$ cat config.mk
export PLATFORM = sky130hd
export DESIGN_NAME = stepper_phase_seq
export DESIGN_NICKNAME = d
export VERILOG_FILES = /design/src/rtl/stepper_seq_pkg.sv /design/src/rtl/stepper_rate_div.sv /design/src/rtl/stepper_index.sv /design/src/rtl/stepper_phase_seq.sv
export SDC_FILE = /design/constraint.sdc
export NUM_CORES = 1
export LEC_CHECK = 0
export ABC_AREA = 1
export BUFFER_PORTS_ARGS = -buffer_cell sky130_fd_sc_hd__clkbuf_2
export CAP_MARGIN = 40
export CORE_MARGIN = 10
export CORE_UTILIZATION = 40
export CTS_BUF_LIST = sky130_fd_sc_hd__clkbuf_4 sky130_fd_sc_hd__clkbuf_8
export CTS_CLUSTER_SIZE = 30
export DETAILED_ROUTE_END_ITERATION = 12
export PLACE_DENSITY = 0.61
export RECOVER_POWER = 50
export SKIP_CTS_REPAIR_TIMING = 1
export SKIP_LAST_GASP = 1
export SLEW_MARGIN = 20
export SYNTH_ARGS = -nofsm -noshare
export SYNTH_HDL_FRONTEND = slang
export SYNTH_SLANG_ARGS = --single-unit
$ cat constraint.sdc
create_clock -name clk -period 3.15 [get_ports clk]
set_input_delay 0.63 -clock clk [delete_from_list [all_inputs] [get_ports clk]]
set_output_delay 0.63 -clock clk [all_outputs]
set_load 0.02 [all_outputs]
$ cat src/rtl/stepper_seq_pkg.sv
// Package: shared widths and the coil-pattern function of the sequencer.
// Assumes a four-phase motor whose nibble is mirrored in both output halves.
package stepper_seq_pkg;

    localparam int IDX_W  = 3;
    localparam int COIL_W = 4;

    typedef logic [IDX_W-1:0]  idx_t;
    typedef logic [COIL_W-1:0] nib_t;

    // Coil nibble for a half-step index.
    // Even index 2k energises coil k alone.
    // Odd index 2k+1 energises coils k and k+1 (mod 4).
    function automatic nib_t coil_nibble(input idx_t idx);
        nib_t one;
        one = nib_t'(1) << idx[2:1];
        if (idx[0])
            return one | {one[COIL_W-2:0], one[COIL_W-1]};
        else
            return one;
    endfunction

endpackage

$ cat src/rtl/stepper_rate_div.sv
// Module: programmable auto-step divider.
// Emits a one-cycle tick on every RATE-th enabled edge.
// Assumes rate 0 is treated as 1. The count restarts whenever the divider is disabled.
module stepper_rate_div #(
    parameter int RATE_W = 8
) (
    input  logic              clk,
    input  logic              rst_n,
    input  logic              enable,
    input  logic [RATE_W-1:0] rate,
    output logic              tick
);
    logic [RATE_W-1:0] cnt_q;
    logic [RATE_W-1:0] limit;

    // Effective period minus one; rate 0 and 1 both give 0.
    always_comb begin
        limit = (rate == '0) ? '0 : rate - RATE_W'(1);
    end

    // Tick when the count reaches the limit while enabled.
    always_comb begin
        tick = enable && (cnt_q == limit);
    end

    // Cycle counter: clears on reset, when disabled, or on a tick.
    always_ff @(posedge clk) begin
        if (!rst_n || !enable || tick)
            cnt_q <= '0;
        else
            cnt_q <= cnt_q + RATE_W'(1);
    end
endmodule

$ cat src/rtl/stepper_index.sv
// Module: 3-bit half-step position register.
// Assumes one advance per cycle at most. Full mode steps to the next odd index.
module stepper_index
    import stepper_seq_pkg::*;
(
    input  logic clk,
    input  logic rst_n,
    input  logic advance,
    input  logic dir_rev,
    input  logic half_mode,
    output idx_t idx,
    output idx_t idx_next
);
    idx_t delta;

    // Step size: 1 in half mode or from an even index in full mode, else 2.
    always_comb begin
        delta = (!half_mode && idx[0]) ? idx_t'(2) : idx_t'(1);
        idx_next = dir_rev ? idx - delta : idx + delta;
    end

    // Position register; resets to index 1.
    always_ff @(posedge clk) begin
        if (!rst_n)
            idx <= idx_t'(1);
        else if (advance)
            idx <= idx_next;
    end
endmodule

$ cat src/rtl/stepper_phase_seq.sv
// Module: stepper motor phase sequencer (top).
// Registers an 8-bit coil pattern that changes only when a step happens.
// Assumes synchronous active-low reset.
module stepper_phase_seq
    import stepper_seq_pkg::*;
#(
    parameter int RATE_W = 8,
    parameter int COPIES = 2
) (
    input  logic              clk,
    input  logic              rst_n,
    input  logic              step_req,
    input  logic              dir_rev,
    input  logic              half_mode,
    input  logic              auto_en,
    input  logic [RATE_W-1:0] rate,
    output logic [7:0]        coils
);
    localparam int OUT_W = COIL_W * COPIES;

    logic       auto_tick;
    logic       do_step;
    idx_t       idx;
    idx_t       idx_next;
    nib_t       nib_next;
    logic [OUT_W-1:0] pat_next;

    stepper_rate_div #(.RATE_W(RATE_W)) u_div (
        .clk    (clk),
        .rst_n  (rst_n),
        .enable (auto_en),
        .rate   (rate),
        .tick   (auto_tick)
    );

    // Either source makes one step; coincident sources merge into one.
    always_comb begin
        do_step = step_req | auto_tick;
    end

    stepper_index u_idx (
        .clk       (clk),
        .rst_n     (rst_n),
        .advance   (do_step),
        .dir_rev   (dir_rev),
        .half_mode (half_mode),
        .idx       (idx),
        .idx_next  (idx_next)
    );

    // Nibble for the position about to be entered.
    always_comb begin
        nib_next = coil_nibble(idx_next);
    end

    // Mirror the nibble into each output slice.
    for (genvar g = 0; g < COPIES; g++) begin : g_mirror
        assign pat_next[g*COIL_W +: COIL_W] = nib_next;
    end

    // Output register: reset pattern for index 1, updated on each step.
    always_ff @(posedge clk) begin
        if (!rst_n)
            coils <= 8'h33;
        else if (do_step)
            coils <= pat_next[7:0];
    end
endmodule

Word level (Yosys, flattened, before mapping)
Cells that the tools add are included.
{"block": "classes", "addsub": 4, "n_eq_ne": 1, "n_shift": 1, "muxes": 4, "bitwise": 2, "n_reduce_logical": 8}
{"op": "$add A8 B1 Y8 const B", "n": 1}
{"op": "$eq A8 B8 Y1", "n": 1}
{"op": "$logic_not A8 Y1", "n": 1}
{"op": "$mux W8", "n": 1}
{"op": "$sub A8 B1 Y8 const B", "n": 1}
{"op": "$mux W4", "n": 1}
{"op": "$or A4 B4 Y4", "n": 1}
{"op": "$shl A1 B2 Y4 const A", "n": 1}
{"op": "$add A3 B3 Y3", "n": 1}
{"op": "$logic_not A1 Y1", "n": 3}
{"op": "$mux W3", "n": 1}
{"op": "$sub A3 B3 Y3", "n": 1}
{"op": "$logic_and A1 B1 Y1", "n": 2}
{"op": "$logic_or A1 B1 Y1", "n": 2}
{"op": "$mux W2", "n": 1}
{"op": "$or A1 B1 Y1", "n": 1}
{"block": "totals", "ff_bits": 19, "output_inout_bits": 8, "elab_cells": 23}

Depth between registers and ports, before layout
{"block": "depth", "word_depth": 8, "ltp_mapped": 16, "ltp_nobuf": 15}

Modules after synthesis
From an unflattened synthesis, not the netlist that was laid out.
{"block": "unflattened", "hier_cells": 202, "hier_area_um2": 1251.2}
{"mod": "stepper_rate_div", "n_inst": 1, "cells_each": 125, "area_per_inst_um2": 747.0, "seq_area_each_um2": 160.2}
{"mod": "stepper_phase_seq", "n_inst": 1, "cells_each": 46, "area_per_inst_um2": 300.3, "seq_area_each_um2": 80.1}
{"mod": "stepper_index", "n_inst": 1, "cells_each": 31, "area_per_inst_um2": 203.9, "seq_area_each_um2": 60.1}

Least setup slack after synthesis
Ideal clock, no wire load.
{"block": "synth_path", "kind": "in2reg", "startpoint": "input half_mode", "endpoint": "register coils[6]", "setup_ns": 0.115, "arrival_time_ns": 2.610, "t_required_ns": 3.035, "slack_ns": 0.425, "cell_stages": 11, "path_buffers": 0, "cell_sequence": "or2_2 -> ha_1 -> fa_1 -> xor2_1 -> xor2_1 -> inv_1 -> ha_1 -> nor2_1 -> o21bai_1 -> a21oi_1 -> nor2_1"}
{"block": "synth_via", "elab_chain_cells": 8, "word_cells_on_any_way": 9, "classes_between": "add/sub: 2; shift: 1; mux: 3; bitwise: 1; reduce/logical: 2"}
{"element": "start, declared", "line_no": "stepper_phase_seq.sv:14", "source": "input logic half_mode,"}
{"element": "$logic_not A1 Y1 (*)", "line_no": "stepper_index.sv:18", "source": "delta = (!half_mode && idx[0]) ? idx_t'(2) : idx_t'(1);"}
{"element": "$logic_and A1 B1 Y1 (*)", "line_no": "stepper_index.sv:18"}
{"element": "$mux W2 (*)", "line_no": "stepper_index.sv:18"}
{"element": "$add A3 B3 Y3 / $sub A3 B3 Y3 (equally long branches)", "line_no": "stepper_index.sv:19", "source": "idx_next = dir_rev ? idx - delta : idx + delta;"}
{"element": "$mux W3 (*)", "line_no": "stepper_index.sv:19"}
{"element": "via idx_next[2]", "line_no": "stepper_phase_seq.sv:24", "source": "idx_t idx_next;"}
{"element": "$shl A1 B2 Y4 (*)", "line_no": "stepper_seq_pkg.sv:16", "source": "one = nib_t'(1) << idx[2:1];"}
{"element": "$or A4 B4 Y4", "line_no": "stepper_seq_pkg.sv:18", "source": "return one | {one[COIL_W-2:0], one[COIL_W-1]};"}
{"element": "$mux W4 (*)", "line_no": "stepper_seq_pkg.sv:17", "source": "if (idx[0])"}
{"element": "end signal, assigned", "line_no": "stepper_phase_seq.sv:66", "source": "coils <= pat_next[7:0];"}
{"element": "end, declared", "line_no": "stepper_phase_seq.sv:17", "source": "output logic [7:0] coils"}
The timed path passes the listed nets; every way through them passes the cells marked *.
A chain may end at the register's enable or synchronous reset.

Worst setup path after layout
Ends and elaborated chain as after synthesis.

==> summary.md <==
| Metric | Value |
|---|---|
| Status | `complete, no violations` |
| Post-synth top area share | `0.2521` |
| Critical path peak fanout | `4` |
| Post-synth cell types | `23` |
| Global-route wire length before repair | `4.202 mm` |
| Layout Skew | `0.0007544 ns` |
| CP Depth | `12` |
| Critical Path AT | `between 2 and 3 ns` |
| Cell Area, Placed | `approximately 1300 sq um` |
| I/O pin count | `22` |
| MaxCap Viol Count | `0` |
| Gpl congestion | `0.8320` |
| Initial antenna violation count | `0` |
| CTS sink count | `15` |
| Pre-CTS setup slack | `0.1979 ns` |
| Residual DRC | `0` |
| Detail Route Antenna Nets | `0` |
| Ratio of cells with drive above 1 in the final layout | `0.1063` |
| DPL Wire Length | `between 2 and 2.5 mm` |
| Via count | `approximately 1,200` |
| Synth Register Bits | `15` |
| Setup WS post-layout | `around 0.5 ns` |
| WL/cell | `around 10 um` |
| First DRT Iteration DRCs | `70` |
| Worst Max-Slew Pin Slew | `approximately 0.48 ns` |
| Ys flop type | `dfxtp_1` |
| Initial Utilization | `0.4246` |
| Area occupied by multi-input gates | `~700 sq um` |
| Worst r2r path cells | `12` |
| Die W | `about 75 um` |
| Largest net degree at the start of global routing | `14` |
| Worst Path Required | `approximately 3.4 ns` |
| Post-synth EDFFs | `0` |
| VDD IR-drop max | `276.1 uV` |
| Vias per cell | `between 4 and 5` |
| Total global routing track utilization | `0.09327` |
| Final Max Tran Viols | `0` |
| Synthesized cell area | `about 1200 sq um` |
| DRT Wirelength | `~2.4 mm` |
| Hold Fails Final Rpt | `0` |
| Largest cells by area after synthesis | `dfxtp_1 (25%), nand2_1 (13%), inv_1 (11%), nand3_1 (9.7%), nor2_1 (7.9%)` |
| Yosys warning total | `0` |
| Final Total Pwr | `approximately 0.00049 W` |
| Max Freq | `376.0 MHz` |
| Final non-filler cell area | `approximately 1300 sq um` |
| IO buf count | `21` |
| Async set-or-reset flop fraction in the synthesized netlist | `0` |
| Synth area leader | `dfxtp_1` |
| Max transition margin | `0.6797` |
| Setup crit end | `coils[6]` |
| Syn Inst Count | `about 190` |
| Num rows | `19` |
| CP endpoint kind | `flop` |
| Setup-failing EPs final | `0` |
| GRT overflow | `0` |
| H-tree Lvls | `1` |
| Sequential area share after synthesis | `0.2521` |
| RR Endpoint | `coils[6]` |
| RSZ-0062 raised after global routing | `false` |
| CTS tree | `yes` |
| Core area | `roughly 2800 sq um` |
| N_diodes | `0` |
| CP cell instances | `clkbuf_2 > or2_2 > ha_1 > fa_1 > xor2_1 > xor2_1 > inv_1 > ha_1 > nor2_1 > o21bai_1 > a21oi_1 > nor2_1` |
| Number of global-route vias before repair | `between 1,000 and 1,500` |
| Iteration count of the initial detailed-routing pass | `4` |
| Die Area | `approximately 5600 sq um` |
| Setup_tns | `0 ns` |
| Worst-case clock buffer depth | `2` |
| Min-delay src | `u_div.cnt_q[0]` |
| Num CTS Buffers | `3` |
| CP Buf/Inv Count | `2` |
| Later-pin clock latency in the skew report | `approximately 0.28 ns` |
| Setup crit start kind | `input pin` |
| Post-synthesis average cell area | `around 6.3 sq um` |
| Syn nets | `211` |
| Top-count cell post-synth | `nand2_1` |
| Reg2Reg Setup Slack | `approximately 0.54 ns` |
| Filler cells | `between 300 and 400` |
| Chip Height | `around 75 um` |
| CP max-delay cell | `fa_1` |
| CP top delay family | `adder cells` |
| CTS root buf | `clkbuf_4` |
| Nets@finish | `between 200 and 250` |
| Pleak | `about 0.66 nW` |
| Clk slew on worst S/H paths | `0.08 ns` |
| RR Startpoint | `u_idx.idx[0]` |
| Min Tclk post-route | `about 2.7 ns` |
| Final critical-path share of the clock period | `0.8443` |
| Largest stage delay, worst path | `0.38 ns` |
| Synthesis-to-layout area growth | `8.299%` |
| Hold Path Class | `reg -> reg` |
| FF+latch area | `300.3 sq um` |
| Hold_ws | `around 0.47 ns` |
| Path type of the worst setup path | `in -> reg` |
| Top post-synthesis cells by count | `nand2_1 (42), inv_1 (34), nor2_1 (25), nand3_1 (23), dfxtp_1 (15)` |
| Crit path launch | `half_mode` |
| Power per cell area | `approximately 380 nW/um^2` |
-- cells by family after synthesis --
family | count (synthesis) | share of synthesized area
AO/OA/AOI/OAI | 14 | 0.06512
AND/OR/NAND/NOR | 102 | 0.3761
buffers and inverters | 42 | 0.1576
XOR/XNOR | 8 | 0.05883
adder cells (fa/ha/maj) | 8 | 0.09033
flip-flops | 15 | 0.2521
-- per-layer routing --
metal | part of all wire | up-vias | global-route usage
met3 | 0.067 | 2 | 0.04122
met2 | 0.44 | 22 | 0.1460
met5 | 0 | - | 0
li1 | - | 615 | -
met4 | 0.0037 | 0 | 0.01261
met1 | 0.49 | 513 | 0.1180
-- metrics by stage --
step	std cells	utilization
after CTS	238	0.4665
after detailed placement	234	0.4558
final	238	0.4599
after global placement	234	0.4558
after floorplan	189	-
after global routing	238	0.4599
-- worst min-delay path by stage --
stage / cells past startpoint / end
finish: 1 / u_div.cnt_q[0]
global route: 1 / u_div.cnt_q[0]
CTS: 1 / u_div.cnt_q[0]
detailed placement: 1 / u_div.cnt_q[0]
global placement: 1 / u_div.cnt_q[0]
floorplan: 1 / u_div.cnt_q[0]
-- cell usage in the layout, fill, tap and decap left out --
cell      count
xnor2_1       1
ha_1          7
or2_2         1
nor2_2        3
o21bai_1      3
nand4_1       3
a21oi_1       6
inv_2         1
dfxtp_1      15
xor2_1        7
nand2_1      43
nand2_4       1
clkbuf_2     12
clkbuf_1      9
o21ai_1       1
clkbuf_4      4
o21ai_0       4
inv_1        34
nand3_1      24
fa_1          1
nor3_1        2
nor2_1       25
-- sequential cells by signal, summed over array words and instances (netlist names) --
signal       cells
u_idx.idx        3
u_div.cnt_q      8
coils            4
-- power by group --
part	total (W)	switching, W	internal (W)
combinational	0.000167	0.000105	0.0000622
sequential	0.000209	0.00000714	0.000202
clock	0.000115	0.0000578	0.0000577
-- final cells by class --
class | instances | share of cell area
well taps | 31 | 0.03007
flip-flops and latches | 15 | 0.2328
clock buffers | 4 | 0.02328
inverters | 35 | 0.1018
multi-input cells | 132 | 0.5393
repair buffers | 21 | 0.07274
Note: power is estimated with default switching activity, not from simulation.
